## config.mk

```make
export PLATFORM = sky130hd
export DESIGN_NAME = casc_fifo_ring
export DESIGN_NICKNAME = d
export VERILOG_FILES = /design/src/rtl/casc_pkg.sv /design/src/rtl/casc_token.sv /design/src/rtl/casc_store.sv /design/src/rtl/casc_node.sv /design/src/rtl/casc_fifo_ring.sv
export SDC_FILE = /design/constraint.sdc
export NUM_CORES = 1
export LEC_CHECK = 0
export ABC_AREA = 1
export ABC_CLOCK_PERIOD_IN_PS = 2700
export CAP_MARGIN = 20
export CORE_ASPECT_RATIO = 0.9
export CORE_MARGIN = 2
export CORE_UTILIZATION = 50
export DETAILED_ROUTE_END_ITERATION = 12
export GPL_TIMING_DRIVEN = 0
export PLACE_DENSITY = 0.66
export SLEW_MARGIN = 25
export SYNTH_ARGS = -nofsm -noshare
export SYNTH_HDL_FRONTEND = slang
export SYNTH_SLANG_ARGS = --single-unit
```

## constraint.sdc

```tcl
create_clock -name clk -period 2.7 [get_ports clk]
set_input_delay 0.27 -clock clk [delete_from_list [all_inputs] [get_ports clk]]
set_output_delay 0.27 -clock clk [all_outputs]
set_load 0.03 [all_outputs]
```

## src/rtl/casc_pkg.sv

```systemverilog
package casc_pkg;
    typedef enum logic {
        TOK_IDLE = 1'b0,
        TOK_HELD = 1'b1
    } tok_state_t;
endpackage

```

## src/rtl/casc_token.sv

```systemverilog
module casc_token
    import casc_pkg::*;
(
    input  logic clk,
    input  logic rst_n,
    input  logic first_load_n,
    input  logic take_in,
    input  logic act,
    input  logic at_last,
    output logic held,
    output logic pass_out
);
    tok_state_t state_q, state_d;

    always_ff @(posedge clk) begin
        if (!rst_n) state_q <= first_load_n ? TOK_IDLE : TOK_HELD;
        else        state_q <= state_d;
    end

    always_comb begin
        held     = (state_q == TOK_HELD);
        pass_out = held && act && at_last;
    end

    always_comb begin
        state_d = state_q;
        unique case (state_q)
            TOK_IDLE: if (take_in)              state_d = TOK_HELD;
            TOK_HELD: if (pass_out && !take_in) state_d = TOK_IDLE;
            default:                            state_d = TOK_IDLE;
        endcase
    end
endmodule

```

## src/rtl/casc_store.sv

```systemverilog
module casc_store #(
    parameter int WIDTH = 8,
    parameter int DEPTH = 4
) (
    input  logic             clk,
    input  logic             rst_n,
    input  logic             push,
    input  logic [WIDTH-1:0] push_data,
    input  logic             pop,
    output logic [WIDTH-1:0] head,
    output logic             is_full,
    output logic             is_empty,
    output logic             wr_at_last,
    output logic             rd_at_last
);
    localparam int PTR_W = (DEPTH > 1) ? $clog2(DEPTH) : 1;
    localparam int CNT_W = $clog2(DEPTH + 1);
    localparam logic [PTR_W-1:0] LAST = PTR_W'(DEPTH - 1);

    logic [WIDTH-1:0] mem [DEPTH];
    logic [PTR_W-1:0] wr_ptr, rd_ptr;
    logic [CNT_W-1:0] count;

    always_ff @(posedge clk) begin
        if (push) mem[wr_ptr] <= push_data;
    end

    always_ff @(posedge clk) begin
        if (!rst_n) begin
            wr_ptr <= '0;
            rd_ptr <= '0;
            count  <= '0;
        end else begin
            if (push) wr_ptr <= (wr_ptr == LAST) ? '0 : wr_ptr + 1'b1;
            if (pop)  rd_ptr <= (rd_ptr == LAST) ? '0 : rd_ptr + 1'b1;
            unique case ({push, pop})
                2'b10:   count <= count + 1'b1;
                2'b01:   count <= count - 1'b1;
                default: count <= count;
            endcase
        end
    end

    always_comb begin
        head       = mem[rd_ptr];
        is_full    = (count == CNT_W'(DEPTH));
        is_empty   = (count == '0);
        wr_at_last = (wr_ptr == LAST);
        rd_at_last = (rd_ptr == LAST);
    end
endmodule

```

## src/rtl/casc_node.sv

```systemverilog
module casc_node #(
    parameter int WIDTH = 8,
    parameter int DEPTH = 4
) (
    input  logic             clk,
    input  logic             rst_n,
    input  logic             first_load_n,
    input  logic             wr_casc_in,
    output logic             wr_casc_out,
    input  logic             rd_casc_in,
    output logic             rd_casc_out,
    input  logic             wr_req,
    input  logic [WIDTH-1:0] wr_data,
    input  logic             rd_req,
    output logic [WIDTH-1:0] rd_data,
    output logic             has_wr,
    output logic             has_rd,
    output logic             node_full,
    output logic             node_empty
);
    logic             do_wr, do_rd, wr_last, rd_last;
    logic [WIDTH-1:0] head;

    always_comb begin
        do_wr   = wr_req && has_wr;
        do_rd   = rd_req && has_rd;
        rd_data = has_rd ? head : '0;
    end

    casc_store #(.WIDTH(WIDTH), .DEPTH(DEPTH)) u_store (
        .clk(clk), .rst_n(rst_n),
        .push(do_wr), .push_data(wr_data), .pop(do_rd),
        .head(head), .is_full(node_full), .is_empty(node_empty),
        .wr_at_last(wr_last), .rd_at_last(rd_last)
    );

    casc_token u_wtok (
        .clk(clk), .rst_n(rst_n), .first_load_n(first_load_n),
        .take_in(wr_casc_in), .act(do_wr), .at_last(wr_last),
        .held(has_wr), .pass_out(wr_casc_out)
    );

    casc_token u_rtok (
        .clk(clk), .rst_n(rst_n), .first_load_n(first_load_n),
        .take_in(rd_casc_in), .act(do_rd), .at_last(rd_last),
        .held(has_rd), .pass_out(rd_casc_out)
    );
endmodule

```

## src/rtl/casc_fifo_ring.sv

```systemverilog
module casc_fifo_ring #(
    parameter int DEVICES    = 3,
    parameter int SLOT_DEPTH = 4,
    parameter int WIDTH      = 8
) (
    input  logic               clk,
    input  logic               rst_n,
    input  logic               wr_en,
    input  logic [WIDTH-1:0]   wr_data,
    output logic               full,
    input  logic               rd_en,
    output logic [WIDTH-1:0]   rd_data,
    output logic               empty,
    output logic [DEVICES-1:0] wr_owner,
    output logic [DEVICES-1:0] rd_owner
);
    logic [DEVICES-1:0]            wr_pass, rd_pass, n_full, n_empty;
    logic [DEVICES-1:0][WIDTH-1:0] n_data;
    logic                          wr_req, rd_req;

    always_comb begin
        full   = |(wr_owner & n_full);
        empty  = |(rd_owner & n_empty);
        wr_req = wr_en && !full;
        rd_req = rd_en && !empty;
    end

    for (genvar i = 0; i < DEVICES; i++) begin : g_ring
        localparam int PREV = (i == 0) ? DEVICES - 1 : i - 1;
        casc_node #(.WIDTH(WIDTH), .DEPTH(SLOT_DEPTH)) u_node (
            .clk(clk), .rst_n(rst_n),
            .first_load_n(i != 0),
            .wr_casc_in(wr_pass[PREV]), .wr_casc_out(wr_pass[i]),
            .rd_casc_in(rd_pass[PREV]), .rd_casc_out(rd_pass[i]),
            .wr_req(wr_req), .wr_data(wr_data), .rd_req(rd_req),
            .rd_data(n_data[i]),
            .has_wr(wr_owner[i]), .has_rd(rd_owner[i]),
            .node_full(n_full[i]), .node_empty(n_empty[i])
        );
    end

    always_comb begin
        rd_data = '0;
        for (int k = 0; k < DEVICES; k++) rd_data |= n_data[k];
    end
endmodule

```

==> flow_summary.json, run 1 <==
{
  "grt_busiest_layer": "met2",
  "viasPerCell": 5.118,
  "power_mw": 5.745,
  "grtUsageTotal_pct": 20.78,
  "peakVddDrop_uv": 511.8,
  "grt_use_met3_pct": 5.944,
  "status": "complete, no violations",
  "fp.dieW_um": 115.2,
  "clock_latency_ns": 0.41,
  "drive_above_1_share_pct": 12.44,
  "min-delay-start": "g_ring[1].u_node.u_store.count[0]",
  "grt_max_degree": 17,
  "clock_path_buffers": 2,
  "crit_chain": "buf_2 > inv_1 > buf_4 > nand2_1 > nand3_1 > nand3_1 > nand3_1 > dlymetal6s2s_1",
  "required_ns": 2.43,
  "p_leak_nw": 2.612,
  "skew_ns": 0.005225,
  "cts_buffers": 17,
  "ys_seq_area_share_pct": 63.65,
  "ioPinCount": 28,
  "syn_area_per_cell_sq_um": 10.52,
  "cp-end-kind": "primary output",
  "first_pass_iters": 5,
  "max_stage_delay_ns": 0.29,
  "fp.dieArea_sq_mm": 0.01199,
  "final_common_cell": "nand2_1",
  "relSlewSlack_pct": 46.54,
  "hold_path.class": "reg2reg",
  "min_period_over_period_pct": 84.35,
  "portBuffers": 27,
  "grt_overflow": 0,
  "cts.sinks": 129,
  "fmax_mhz": 439.1,
  "antenna_found_initial": 0,
  "cp_max_fo": 10,
  "cap_violations": 0,
  "rsz0062_at_grt": "no",
  "timing.hold.ws_ns": 0.4850,
  "crit_slowest_cell": "dfxtp_1",
  "diodes": 0,
  "gp_congestion": 0.8963,
  "ant_nets": 0,
  "nets": 607,
  "setup_viol": 0,
  "worst_slew_pin_slew_ns": 0.7990,
  "final_cell_mix": "nand2_1, edfxtp_1, nand3_1",
  "drtIter0Drc": 224,
  "period_needed_ns": 2.277,
  "grt_pass1_vias": 3632,
  "num_vias": 3782,
  "crit_top_cell": "nand3_1",
  "wirelength_mm": 11.40,
  "clkTransAtPathRegs_ns": 0.05,
  "power_density_mw_per_mm2": 864.5,
  "whs_path_depth": 1,
  "place_hpwl_mm": 7.792,
  "synth_area_sq_mm": 0.005567,
  "crit_arrival_ns": 2.01,
  "rr_endpoint": "g_ring[2].u_node.u_store.count[2]",
  "die-height_um": 104.1,
  "hold_violations": 0,
  "syn_nets": 562,
  "nFillCells": 848,
  "holdPathEnd": "g_ring[1].u_node.u_store.count[0]",
  "reg2reg_slack_ns": 0.49,
  "syn_to_final_growth_pct": 19.38,
  "final_core_util_pct": 61.21,
  "slew_violations": 0,
  "num_rows": 36,
  "met2_usage_pct": 31.34,
  "tritoncts": "done",
  "ys_warn_count": 0,
  "wire_per_inst_um": 15.43,
  "regToRegStartpoint": "g_ring[1].u_node.u_store.count[0]",
  "worstSetupStartpointType": "register",
  "syn_inst": 529,
  "grt_pass1_wl_mm": 18.44,
  "worstRegToRegCells": 12,
  "cts_root_buffer": "clkbuf_16",
  "h-tree-depth": 4,
  "initial_core_util_pct": 51.28,
  "holdBufCountCts": 0,
  "worst-setup-path-type": "reg2out",
  "fin_cells": 739,
  "critPathBufInv": 4,
  "tns_ns": 0,
  "path_delay_family": "buffers and inverters",
  "ys_seq_elements": 129,
  "coreArea_sq_mm": 0.01086,
  "drc_errors": 0,
  "synth_cell_type_count": 23,
  "met1_usage_pct": 28.16,
  "dp_cells": 708
}
## final cells by class
cell class              instances  area (sq um)  area share [%]
clock inverters                12         165.2           2.485
well taps                     152         190.2           2.862
clock buffers                  20         436.7           6.571
multi-input cells             321          1680           25.29
plain buffers                  22         127.6           1.921
repair buffers                 27         290.3           4.368
inverters                      56         211.5           3.182
flip-flops and latches        129          3543           53.32
## state kept, by name, summed over array words and instances (netlist names), named ones only
register and cells:
g_ring.u_node.u_store.count 9, g_ring.u_node.u_rtok.held 3, g_ring.u_node.u_wtok.held 3, g_ring.u_node.u_store.rd_ptr 6, g_ring.u_node.u_store.wr_ptr 6, g_ring.u_node.u_store.mem 96
## cells by family (layout without fill, tap and decap cells)
family                   count (synthesis)  count (layout)  synth area share [%]
AO/OA/AOI/OAI                           37              37                 3.372
adder cells (fa/ha/maj)                 21              21                 5.125
buffers and inverters                   79             137                 6.159
flip-flops                             129             129                 63.65
AND/OR/NAND/NOR                        263             263                 21.69
## routing by layer
metal  vias up  wire, um
li1       1871         -
met1      1790      5174
met2       107      5389
met3        14       658
met4         0       182
met5         -         0
## worst max path at each step
stage                                                 start                                 to  cells after the start
after CTS                                          register                         rd_data[3]                      8
final                                              register                         rd_data[2]                      8
after global placement                                rd_en  g_ring[2].u_node.u_store.count[2]                     10
after floorplan           g_ring[1].u_node.u_store.count[0]  g_ring[2].u_node.u_store.count[2]                     12
after global routing      g_ring[0].u_node.u_store.count[0]  g_ring[1].u_node.u_store.count[2]                     13
after detailed placement                              rd_en  g_ring[2].u_node.u_store.count[2]                     10
## synthesized netlist by cell type, drive strengths merged
cell | number | area share [%]
edfxtp | 96 | 52
fa | 3 | 1.1
nor2 | 48 | 3.9
clkbuf | 5 | 0.34
a21oi | 15 | 1.3
nand4 | 5 | 0.83
nand2 | 118 | 8.2
nand3 | 92 | 8.7
ha | 18 | 4.0
buf | 18 | 2.0
dfxtp | 33 | 12
inv | 55 | 3.7
o21ai | 21 | 1.9
o21bai | 1 | 0.13
clkinv | 1 | 0.090
## per-stage QoR
step                      setup WS [ns]  area, sq um
after floorplan                  0.7547         5567
after global placement           0.1884         6027
after detailed placement         0.1311         6027
after CTS                       0.03330         6625
after global routing             0.2529         6645
final                            0.4226         6645
## power by group
part | switching (mW) | internal, mW | total, mW
Clock | 0.820 | 1.53 | 2.35
Combinational | 0.709 | 0.383 | 1.09
Sequential | 0.0635 | 2.24 | 2.30
Total | 1.59 | 4.15 | 5.74
## what timing repair did
action	in CTS	in global routing
pin swaps	0	0
setup buffers	0	0
endpoints found under the hold margin	0	0
endpoints found under the setup margin	6	8
resized for setup	0	8
(Power assumes the default switching activity.)
==> run 2, diff against run 1 <==
--- a/config.mk
+++ b/config.mk
@@ -6,7 +6,7 @@
 export NUM_CORES = 1
 export LEC_CHECK = 0
 export ABC_AREA = 1
-export ABC_CLOCK_PERIOD_IN_PS = 2700
+export ABC_CLOCK_PERIOD_IN_PS = 2100
 export CAP_MARGIN = 20
 export CORE_ASPECT_RATIO = 0.9
 export CORE_MARGIN = 2
==> constraint.sdc (replaced) <==
create_clock -name clk -period 2.1 [get_ports clk]
set_input_delay 0.21 -clock clk [delete_from_list [all_inputs] [get_ports clk]]
set_output_delay 0.21 -clock clk [all_outputs]
set_load 0.03 [all_outputs]
==> flow_summary.json, run 2 (synthesis gave the netlist of run 1 again) <==
{
  "status": "complete, no violations",
  "nFillCells": 826,
  "final_common_cell": "nand2_1",
  "regToRegStartpoint": "g_ring[2].u_node.u_rtok.held",
  "fp.dieW_um": 115.2,
  "clock_latency_ns": 0.42,
  "num_vias": 3821,
  "tns_ns": 0,
  "skew_ns": 0.007577,
  "required_ns": 2.40,
  "grt_max_degree": 17,
  "seq_power_share_pct": 39.9,
  "post_dp_cell_area_sq_mm": 0.006027,
  "h-tree-depth": 4,
  "rsz0062_at_grt": "yes",
  "reg2reg_slack_ns": 0.05,
  "grtUsageTotal_pct": 20.92,
  "final_cell_mix": "nand2_1, edfxtp_1, nand3_1",
  "met2_usage_pct": 31.72,
  "worstSetupStartpointType": "register",
  "drtIter0Drc": 242,
  "cts.sinks": 129,
  "fmax_mhz": 487.5,
  "coreArea_sq_mm": 0.01086,
  "holdBufCountCts": 0,
  "gp_congestion": 0.8963,
  "power_frac_comb_pct": 19.5,
  "tritoncts": "done",
  "min_period_over_period_pct": 97.68,
  "rr_endpoint": "g_ring[1].u_node.u_store.count[2]",
  "setup_viol": 0,
  "drc_errors": 0,
  "initial_core_util_pct": 51.28,
  "pwr-share-clk_pct": 40.6,
  "portBuffers": 27,
  "cts_buffers": 17,
  "place_hpwl_mm": 7.792,
  "worst_slew_pin_slew_ns": 0.8016,
  "cp-end-kind": "register",
  "crit_arrival_ns": 2.35,
  "postLayoutCellArea_sq_mm": 0.006803,
  "netSwitchingFraction_pct": 28.20,
  "viasPerCell": 5.088,
  "p_int_mw": 5.350,
  "switchingPower_mw": 2.101,
  "die-height_um": 104.1,
  "holdPathEnd": "g_ring[0].u_node.u_store.count[0]",
  "p_leak_nw": 2.615,
  "relSlewSlack_pct": 46.36,
  "peakVddDrop_uv": 666.6,
  "wire_per_inst_um": 15.38,
  "diodes": 0,
  "first_pass_iters": 5,
  "clkTransAtPathRegs_ns": 0.06,
  "syn_to_final_growth_pct": 22.21,
  "wirelength_mm": 11.55,
  "hold_violations": 0,
  "max_flop_register": "g_ring.u_node.u_store.mem",
  "reg_top3": "g_ring.u_node.u_store.mem (96), g_ring.u_node.u_store.count (9)",
  "antenna_found_initial": 0,
  "num_rows": 36,
  "grt_pass1_vias": 3683,
  "startpoint": "g_ring[2].u_node.u_rtok.held",
  "met1_usage_pct": 28.25,
  "ioPinCount": 28,
  "ant_nets": 0,
  "cp_max_fo": 6,
  "min-delay-start": "g_ring[0].u_node.u_store.count[0]",
  "fp.dieArea_sq_mm": 0.01199,
  "grt_busiest_layer": "met2",
  "nets": 619,
  "worst-setup-path-type": "reg2reg",
  "grt_pass1_wl_mm": 18.61,
  "largest_reg_flops": 96,
  "period_needed_ns": 2.051,
  "cts_root_buffer": "clkbuf_16",
  "power_density_mw_per_mm2": 1095,
  "whs_path_depth": 1,
  "hold_path.class": "reg2reg",
  "worstRegToRegCells": 14,
  "clock_path_buffers": 2,
  "grt_overflow": 0,
  "cap_violations": 0,
  "drive_above_1_share_pct": 20.70,
  "grt_use_met3_pct": 5.944,
  "power_mw": 7.450,
  "slew_violations": 0
}
[run 2: critical path, stage by stage, from the launching register on]
cell and delay, ns:
dfxtp_4 0.36, inv_4 0.05, nor2_1 0.03, nand2_1 0.09, nand2_2 0.07, nor2_4 0.17
nand3_2 0.11, clkinv_2 0.09, ha_1 0.13, inv_1 0.07, fa_2 0.35, a21oi_2 0.14
o21ai_1 0.09, o21ai_1 0.12, a21oi_1 0.05
[run 2: timing repair]
| item | in CTS | in global routing |
|---|---|---|
| gates resized for setup | 57 | 41 |
| pin swaps | 5 | 14 |
| buffers inserted | 4 | 8 |
| setup endpoints to repair | 13 | 36 |
| hold endpoints to repair | 0 | 0 |
| cloned | 0 | 0 |
[run 2: metal layers]
layer / part of all wire [%] / up-vias
li1: - / 1891
met1: 45 / 1811
met2: 48 / 98
met3: 5.1 / 21
met4: 2.1 / 0
met5: 0 / -
[run 2: worst max path at each step]
stage                                        end  cells past startpoint  slack [ns]
2_1_floorplan  g_ring[2].u_node.u_store.count[2]                     12        0.15
3_3_place_gp   g_ring[2].u_node.u_store.count[2]                     10       -0.35
3_5_place_dp   g_ring[2].u_node.u_store.count[2]                     10       -0.41
4_1_cts                               rd_data[7]                      8      0.0004
5_1_grt        g_ring[1].u_node.u_store.count[2]                     14       -0.12
6_report       g_ring[1].u_node.u_store.count[2]                     14        0.05
[run 2: power by group through the flow]
stage                     logic, mW  registers (mW)  clock network [mW]
after floorplan               0.930            2.98                   0
after global placement         1.43            2.99                   0
after detailed placement       1.45            2.99                   0
after CTS                      1.38            2.96                3.05
after global routing           1.59            2.99                3.16
final                          1.45            2.97                3.02
[run 2: final cells by class]
cell class | count | area [sq um] | area share, %
Sequential cell | 129 | 3566 | 52.42
Multi-Input combinational cell | 321 | 1763 | 25.92
Clock buffer | 20 | 436.7 | 6.419
Timing Repair Buffer | 39 | 320.3 | 4.708
Inverter | 56 | 216.5 | 3.182
Tap cell | 152 | 190.2 | 2.796
Clock inverter | 12 | 165.2 | 2.428
Buffer | 22 | 145.1 | 2.134
[run 2: per-stage QoR]
step / hold slack (ns) / std cells / util (%) / setup WS (ns)
CTS: 0.4572 / 743 / 61.31 / 0.0004199
finish: 0.4636 / 751 / 62.67 / 0.04862
detailed placement: 0.4801 / 708 / 55.52 / -0.4089
floorplan: 0.3089 / 529 / - / 0.1547
global placement: 0.4678 / 708 / 55.52 / -0.3516
global route: 0.4787 / 751 / 62.67 / -0.1214
